`src/rtl/irq_vec_pkg.sv`:
```
package irq_vec_pkg;
  localparam int DATA_W = 32;
  localparam int ADDR_W = 5;

  typedef enum logic [2:0] {
    SEL_STATUS = 3'd0,
    SEL_PEND   = 3'd1,
    SEL_ENABLE = 3'd2,
    SEL_ACK    = 3'd3,
    SEL_SETEN  = 3'd4,
    SEL_CLREN  = 3'd5,
    SEL_VECTOR = 3'd6,
    SEL_MASTER = 3'd7
  } reg_sel_e;

  localparam logic [DATA_W-1:0] NO_VECTOR = '1;
  localparam logic [1:0] MASTER_ON = 2'b11;
endpackage

```
`src/rtl/irq_src_latch.sv`:
```
module irq_src_latch #(
  parameter int NUM_SRC = 32,
  parameter logic [NUM_SRC-1:0] KIND_MASK = '0
) (
  input  logic               clk,
  input  logic               rst,
  input  logic [NUM_SRC-1:0] src_i,
  input  logic [NUM_SRC-1:0] ack_i,
  output logic [NUM_SRC-1:0] status_o
);
  for (genvar g = 0; g < NUM_SRC; g++) begin : g_src
    if (KIND_MASK[g]) begin : g_edge
      logic src_q;
      logic rise;
      assign rise = src_i[g] & ~src_q;
      always_ff @(posedge clk) begin
        if (rst) begin
          src_q       <= 1'b0;
          status_o[g] <= 1'b0;
        end else begin
          src_q <= src_i[g];
          if (rise)          status_o[g] <= 1'b1;
          else if (ack_i[g]) status_o[g] <= 1'b0;
        end
      end
    end else begin : g_level
      always_ff @(posedge clk) begin
        if (rst)           status_o[g] <= 1'b0;
        else if (ack_i[g]) status_o[g] <= 1'b0;
        else if (src_i[g]) status_o[g] <= 1'b1;
      end
    end
  end
endmodule

```
`src/rtl/irq_lowest_pick.sv`:
```
module irq_lowest_pick #(
  parameter int NUM_SRC = 32,
  localparam int IDX_W = (NUM_SRC > 1) ? $clog2(NUM_SRC) : 1
) (
  input  logic [NUM_SRC-1:0] pend_i,
  output logic               found_o,
  output logic [IDX_W-1:0]   idx_o
);
  always_comb begin
    found_o = 1'b0;
    idx_o   = '0;
    for (int i = NUM_SRC - 1; i >= 0; i--) begin
      if (pend_i[i]) begin
        found_o = 1'b1;
        idx_o   = IDX_W'(i);
      end
    end
  end
endmodule

```
`src/rtl/irq_vec_ctrl.sv`:
```
module irq_vec_ctrl
  import irq_vec_pkg::*;
#(
  parameter int NUM_SRC = 32,
  parameter logic [NUM_SRC-1:0] KIND_MASK = '0
) (
  input  logic               clk,
  input  logic               rst,
  input  logic [NUM_SRC-1:0] src_i,
  input  logic [ADDR_W-1:0]  addr_i,
  input  logic [DATA_W-1:0]  wdata_i,
  input  logic               wr_i,
  output logic [DATA_W-1:0]  rdata_o,
  output logic               irq_o
);
  localparam int IDX_W = (NUM_SRC > 1) ? $clog2(NUM_SRC) : 1;

  logic [NUM_SRC-1:0] status_q;
  logic [NUM_SRC-1:0] enable_q;
  logic [1:0]         mer_q;
  logic [NUM_SRC-1:0] pend;
  logic [NUM_SRC-1:0] ack_vec;
  logic [NUM_SRC-1:0] wbits;
  logic               aligned;
  reg_sel_e           sel;
  logic               found;
  logic [IDX_W-1:0]   idx;
  logic [DATA_W-1:0]  rd_next;

  assign aligned = (addr_i[1:0] == 2'b00);
  assign sel     = reg_sel_e'(addr_i[4:2]);
  assign wbits   = wdata_i[NUM_SRC-1:0];
  assign ack_vec = (wr_i && aligned && sel == SEL_ACK) ? wbits : '0;
  assign pend    = status_q & enable_q;

  irq_src_latch #(.NUM_SRC(NUM_SRC), .KIND_MASK(KIND_MASK)) u_latch (
    .clk(clk), .rst(rst), .src_i(src_i), .ack_i(ack_vec), .status_o(status_q)
  );

  irq_lowest_pick #(.NUM_SRC(NUM_SRC)) u_pick (
    .pend_i(pend), .found_o(found), .idx_o(idx)
  );

  // Control registers written through the port
  always_ff @(posedge clk) begin
    if (rst) begin
      enable_q <= '0;
      mer_q    <= 2'b00;
    end else if (wr_i && aligned) begin
      case (sel)
        SEL_ENABLE: enable_q <= wbits;
        SEL_SETEN:  enable_q <= enable_q | wbits;
        SEL_CLREN:  enable_q <= enable_q & ~wbits;
        SEL_MASTER: mer_q    <= wdata_i[1:0];
        default:    ;
      endcase
    end
  end

  // Read mux, registered
  always_comb begin
    rd_next = '0;
    if (aligned) begin
      case (sel)
        SEL_STATUS: rd_next = DATA_W'(status_q);
        SEL_PEND:   rd_next = DATA_W'(pend);
        SEL_ENABLE: rd_next = DATA_W'(enable_q);
        SEL_VECTOR: rd_next = found ? DATA_W'(idx) : NO_VECTOR;
        SEL_MASTER: rd_next = DATA_W'(mer_q);
        default:    rd_next = '0;
      endcase
    end
  end

  always_ff @(posedge clk) begin
    if (rst) begin
      rdata_o <= '0;
      irq_o   <= 1'b0;
    end else begin
      rdata_o <= rd_next;
      irq_o   <= (|pend) && (mer_q == MASTER_ON);
    end
  end
endmodule

```
`config.mk`:
```
export PLATFORM = sky130hd
export DESIGN_NAME = irq_vec_ctrl
export DESIGN_NICKNAME = d
export VERILOG_FILES = /design/src/rtl/irq_vec_pkg.sv /design/src/rtl/irq_src_latch.sv /design/src/rtl/irq_lowest_pick.sv /design/src/rtl/irq_vec_ctrl.sv
export SDC_FILE = /design/constraint.sdc
export NUM_CORES = 1
export LEC_CHECK = 0
export ABC_AREA = 0
export BUFFER_PORTS_ARGS = -buffer_cell sky130_fd_sc_hd__buf_2
export CAP_MARGIN = 20
export CORE_ASPECT_RATIO = 1.2
export CORE_MARGIN = 2
export CORE_UTILIZATION = 40
export DETAILED_ROUTE_END_ITERATION = 6
export RECOVER_POWER = 50
export SLEW_MARGIN = 30
export SYNTH_ARGS = -nofsm -noshare
export SYNTH_HDL_FRONTEND = slang
export SYNTH_SLANG_ARGS = --single-unit
```
`constraint.sdc`:
```
create_clock -name clk -period 2.1 [get_ports clk]
set_input_delay 0.21 -clock clk [delete_from_list [all_inputs] [get_ports clk]]
set_output_delay 0.21 -clock clk [all_outputs]
set_load 0.01 [all_outputs]
```
### After elaboration in Yosys (flattened, before gate mapping)

Index checks and enable logic that the tools add are counted.

* word-level logic and storage cells: 159
* register bits after elaboration: 99
* input port bits: 72

* eq/ne operators: 8
* reduce and logical (&&, ||, !) cells: 42
* bitwise logic cells: 5
* mux-type cells: 68

Operators by type and width (number)
* 5-bit 2-to-1 mux: 32
* 32-bit case mux with 5 select lines: 1
* 32-bit case mux with 3 select lines: 1
* 2-bit OR reduction: 33
* 32-bit bitwise AND: 2
* 32-bit 2-to-1 mux: 2
* 1-bit 2-to-1 mux: 32
* 32-bit NOT: 1
* 32-bit OR: 1
* 32-bit OR reduction: 1
* 3-bit equality test, second input constant: 4
* 3-bit by 2-bit equality test with 1-bit output, second input constant: 2
* 2-bit AND reduction: 2
* 3-bit by 1-bit equality test with 1-bit output, second input constant: 1
* 1-bit logical AND: 3
* 3-bit zero test: 1
* 3-bit nonzero test: 1
* 2-bit equality test, second input constant: 1
* 2-bit zero test: 1
* 1-bit NOT: 1

### Longest topological paths before layout

* depth after elaboration: 35
* gate-level depth with buffers: 8
* depth with buffers taken out: 6

### Hierarchy

Synthesis repeated with hierarchy kept, for this count alone.

* cell total of the unflattened synthesis: 660
* area total of the unflattened synthesis: 5228.8 um2

By module, submodules not included
* irq_vec_ctrl: instances 1, cells each 496, area each 3734.8 um2
* irq_src_latch: instances 1, cells each 99, area each 1123.6 um2
* irq_lowest_pick: instances 1, cells each 65, area each 370.4 um2

### Worst setup path after synthesis

No wires, ideal clock.

* path type: reg-to-reg
* start point: register enable_q[24]
* end point: register rdata_o[13]
* data arrival time: 1.592 ns
* path slack: 0.437 ns
* setup time: 0.071 ns
* required time: 2.029 ns
* period minus slack after synthesis: 1.663 ns
* stages on the path, launching flop included: 7
* cell sequence: dfxtp_1 -> a22o_1 -> or4b_4 -> nor2_4 -> nand2_4 -> buf_6 -> a21oi_2

* longest elaborated chain between the ends: 28

RTL lines
* from (decl): line irq_vec_ctrl.sv:19 `logic [NUM_SRC-1:0] enable_q;`
* from (signal assigned): line irq_vec_ctrl.sv:51 `SEL_ENABLE: enable_q <= wbits;`
* from (signal assigned): line irq_vec_ctrl.sv:52 `SEL_SETEN: enable_q <= enable_q | wbits;`
* from (signal assigned): line irq_vec_ctrl.sv:53 `SEL_CLREN: enable_q <= enable_q & ~wbits;`
* 32-bit bitwise AND: line irq_vec_ctrl.sv:34 `assign pend = status_q & enable_q;`
* 1-bit 2-to-1 mux (25 in a row): line irq_lowest_pick.sv:13 `if (pend_i[i]) begin`
* 32-bit 2-to-1 mux: line irq_vec_ctrl.sv:68 `SEL_VECTOR: rd_next = found ? DATA_W'(idx) : NO_VECTOR;`
* 32-bit case mux with 5 select lines: line irq_vec_ctrl.sv:64 `case (sel)`
* to (signal assigned): line irq_vec_ctrl.sv:80 `rdata_o <= rd_next;`
* to (decl): line irq_vec_ctrl.sv:13 `output logic [DATA_W-1:0] rdata_o,`

No other way between the ends.
A chain may end at the register's enable or synchronous reset.

### Worst setup path in the final report

* start point: register enable_q[31]
* end point: register rdata_o[2]

* longest elaborated chain between the ends: 35

RTL lines (line)
* 32-bit bitwise AND *: irq_vec_ctrl.sv:34
* 5-bit 2-to-1 mux or 1-bit 2-to-1 mux (tied branches) (32 in a row): irq_lowest_pick.sv:13
* 32-bit 2-to-1 mux *: irq_vec_ctrl.sv:68
* 32-bit case mux with 5 select lines *: irq_vec_ctrl.sv:64

Every way passes the cells marked *; elsewhere a longest branch is shown, timed or not.

==> flow_summary.rst <==
.. list-table::
   :header-rows: 1

   * - Metric
     - Value
   * - Total clock buffers created by CTS
     - 9
   * - Endpoint of the lowest-slack register-to-register path
     - rdata_o[2]
   * - Initial DRT Pass Iterations
     - 5
   * - Root cell of the clock tree
     - sky130_fd_sc_hd__clkbuf_16
   * - Finished Layout Cells
     - 812
   * - Buffers and inverters on the worst path
     - 0
   * - Aggregate negative setup slack
     - 0 ns
   * - Number of post-CTS setup repair buffers
     - 0
   * - Via count
     - 4567
   * - Core area
     - approximately 0.012 mm²
   * - Detailed Route WL
     - 13.5 mm
   * - Remaining max-slew budget at the tightest pin
     - between 30% and 40%
   * - Path type of the worst min-delay path
     - input port to flop
   * - Y dimension of the die
     - roughly 120 µm
   * - Synth Cell Area
     - between 0.004 and 0.005 mm²
   * - Critical Path Max Stage Delay
     - ~0.54 ns
   * - Syn nets
     - about 630
   * - Reg2reg start
     - enable_q[31]
   * - Highest Clock Rate
     - roughly 510 MHz
   * - TritonCTS clock tree
     - yes
   * - Gpl congestion
     - 0.867
   * - Post-DP Area
     - between 0.005 and 0.006 mm²
   * - Remaining routing DRC violations
     - 0
   * - Ratio of cells with drive above 1 in the final layout
     - about 23%
   * - Arrival time of the worst setup path
     - ~2.2 ns
   * - Time the worst path needs with I/O delays and setup
     - 1.97 ns
   * - Number of H-tree levels
     - 3
   * - Worst hold path startpoint
     - wdata_i[8]
   * - Worst skew pair latency
     - approximately 0.34 ns
   * - Synthesis-to-finish area growth
     - 20.1%
   * - CTS Hold Bufs
     - 0
   * - Starting density of the core
     - between 40% and 50%
   * - Critical path required time
     - ~2.4 ns
   * - CP Max Fanout
     - 28
   * - Power Density
     - approximately 700 mW/mm²
   * - Hold EP
     - u_latch.status_o[8]
   * - Part of the Yosys area used for sequential elements
     - about 42%
   * - Element type at the critical path start
     - flop
   * - Number of distinct library cells after synthesis
     - 43
   * - HPWL after detailed placement
     - around 9.7 mm
   * - Total leakage power
     - slightly above 0.002 µW
   * - Yosys Warn Count
     - 0
   * - Cell count after placement
     - between 700 and 800
   * - Wirelength per Cell
     - between 15 and 20 µm
   * - Nets
     - 722
   * - FF-to-FF path depth
     - 5
   * - Largest net degree at the start of global routing
     - slightly below 70
   * - Congestion Overflow GR
     - 0
   * - Most common cell after layout, fill and taps aside
     - sky130_fd_sc_hd__dfxtp_1
   * - Via density
     - roughly 5.6
   * - Max_cap viols
     - 0
   * - Clock Skew
     - roughly 0.0044 ns
   * - Crit end category
     - flop
   * - Clk slew on worst S/H paths
     - about 0.060 ns
   * - Port Buffer Count
     - 104
   * - Total routing resource utilization after global routing
     - a little over a fifth
   * - IO Pins
     - 105
   * - Count of cells resized by post-cts repair
     - 0
   * - Buffers from clock root to sink, at most
     - 2
   * - Setup repair after global routing missed its margin
     - no
   * - DIE WIDTH
     - just over 100 µm
   * - Syn_area_per_cell
     - between 8 and 9 µm²
   * - Transition time at the pin with the least slew margin
     - a little under 1 ns
   * - Final instance area
     - between 0.005 and 0.006 mm²
   * - Pins over their slew limit
     - 0
   * - Flops & latches, synth
     - 99
   * - Count of endpoints failing hold in the final timing report
     - 0
   * - Result of the run
     - completed
   * - List of cells traversed by the critical path
     - a22oi_1, or4b_4, nor2_4, nand2_4, a31oi_1
   * - Vias in the first global route
     - roughly 4300
   * - Setup slack on the worst flop-to-flop path
     - around 0.13 ns
   * - Initial antenna violation count
     - 0
   * - Final antenna-violating net count
     - 0
   * - Post-route fraction of the period consumed by the critical path
     - roughly 94%
   * - Peak ir drop on the vdd network
     - between 0.3 and 0.4 mV
   * - Cell row count
     - 43
   * - Commonest cells after routing, fill and taps aside
     - sky130_fd_sc_hd__dfxtp_1 (99), sky130_fd_sc_hd__nor2_1 (74), sky130_fd_sc_hd__buf_2 (70), sky130_fd_sc_hd__o21ai_0 (48), sky130_fd_sc_hd__nand2_1 (45)
   * - Hold path depth
     - 2
   * - Die Area
     - 0.0126 mm²
   * - Global-route wire length before repair
     - 21.6 mm
   * - Count of inserted antenna diode cells
     - 0
   * - Cell count after synthesis
     - 553
   * - Critical-path top delay cell
     - sky130_fd_sc_hd__or4b_4
   * - Cell family contributing the most delay on the critical path
     - simple AND/OR/NAND/NOR gates
   * - Count of final setup violators
     - 0
   * - Clock Sink Count
     - slightly below 100
   * - Setup Crit Path Kind
     - flop to flop
   * - First DRT Iteration DRCs
     - about 270
-- power breakdown --
part           internal, µW  switching (µW)
sequential             1940            65.3
clock                   932             667
combinational           170             244
total                  3040             976
-- cells in the mapped netlist, drive strengths merged --
cell type	n	area, µm²
nand2b	21	131
o31ai	1	7.51
a31oi	3	18.8
mux2i	2	20.0
nor2	76	300
a22o	6	52.6
a22oi	39	298
nor4	1	6.26
o2111ai	2	17.5
o22a	1	8.76
o21ai	48	240
a21oi	34	249
nand2	46	180
or4b	1	13.8
and4	1	8.76
o21a	1	7.51
a211oi	35	263
nand4	2	12.5
a311oi	1	8.76
nand3	9	45.0
a32o	5	50.1
nor3	2	10.0
dfxtp	99	1980
nor2b	14	87.6
inv	3	11.3
or3	2	12.5
and2	1	6.26
nand3b	1	7.51
and3	1	6.26
clkbuf	33	124
o211ai	1	7.51
a21o	12	90.1
a21boi	1	18.8
buf	6	63.8
or2	17	106
a211o	1	8.76
o21bai	2	15.0
a32oi	22	193
-- final cells by class --
type                       count  area (µm²)
clock buffer                  15         288
sequential                    99        1980
fill                        1194        5880
clock inverter                 1        5.00
multi-input combinational    412        2510
tap                          157         196
timing repair buffer         125         638
inverter                       3        11.3
-- flip-flops by register name, summed over array words and instances, names as in the netlist --
signal            count
irq_o                 1
mer_q                 2
u_latch.status_o     32
enable_q             32
rdata_o              32
-- cell families (layout without fill, tap and decap cells) --
family                 after synthesis  count (layout)  share of synthesized area [%]
AO/OA/AOI/OAI                      215             215                           33.1
AND/OR/NAND/NOR                    195             195                           19.9
flip-flops                          99              99                           42.3
buffers and inverters               42             144                           4.24
multiplexers                         2               2                          0.427
-- per-stage QoR --
stage / setup WS (ns) / power (µW) / hold WS, ns / util (%)
after floorplan: 0.437 / 2270 / 0.306 / -
after global placement: 0.236 / 2450 / 0.420 / 46.9
after detailed placement: 0.141 / 2460 / 0.428 / 46.9
after CTS: 0.115 / 4050 / 0.0652 / 49.4
after global routing: 0.0279 / 4180 / 0.0672 / 48.9
final: 0.132 / 4020 / 0.0696 / 48.9
-- how the worst max path moves through the flow --
stage                      start          end  cells past startpoint
floorplan           enable_q[24]  rdata_o[13]                      6
global placement    enable_q[24]   rdata_o[2]                      5
detailed placement  enable_q[31]   rdata_o[2]                      5
CTS                 enable_q[31]   rdata_o[2]                      5
global route        enable_q[31]   rdata_o[2]                      5
finish              enable_q[31]   rdata_o[2]                      5
-- per-layer routing --
| metal | vias up | global-route usage [%] | routed length (µm) |
|---|---|---|---|
| li1 | 2227 | - | - |
| met1 | 2184 | 29.3 | 6180 |
| met2 | 143 | 35.9 | 6450 |
| met3 | 13 | 3.93 | 727 |
| met4 | 0 | 7.32 | 186 |
| met5 | - | 0 | 0 |
(Power assumes the default switching activity.)
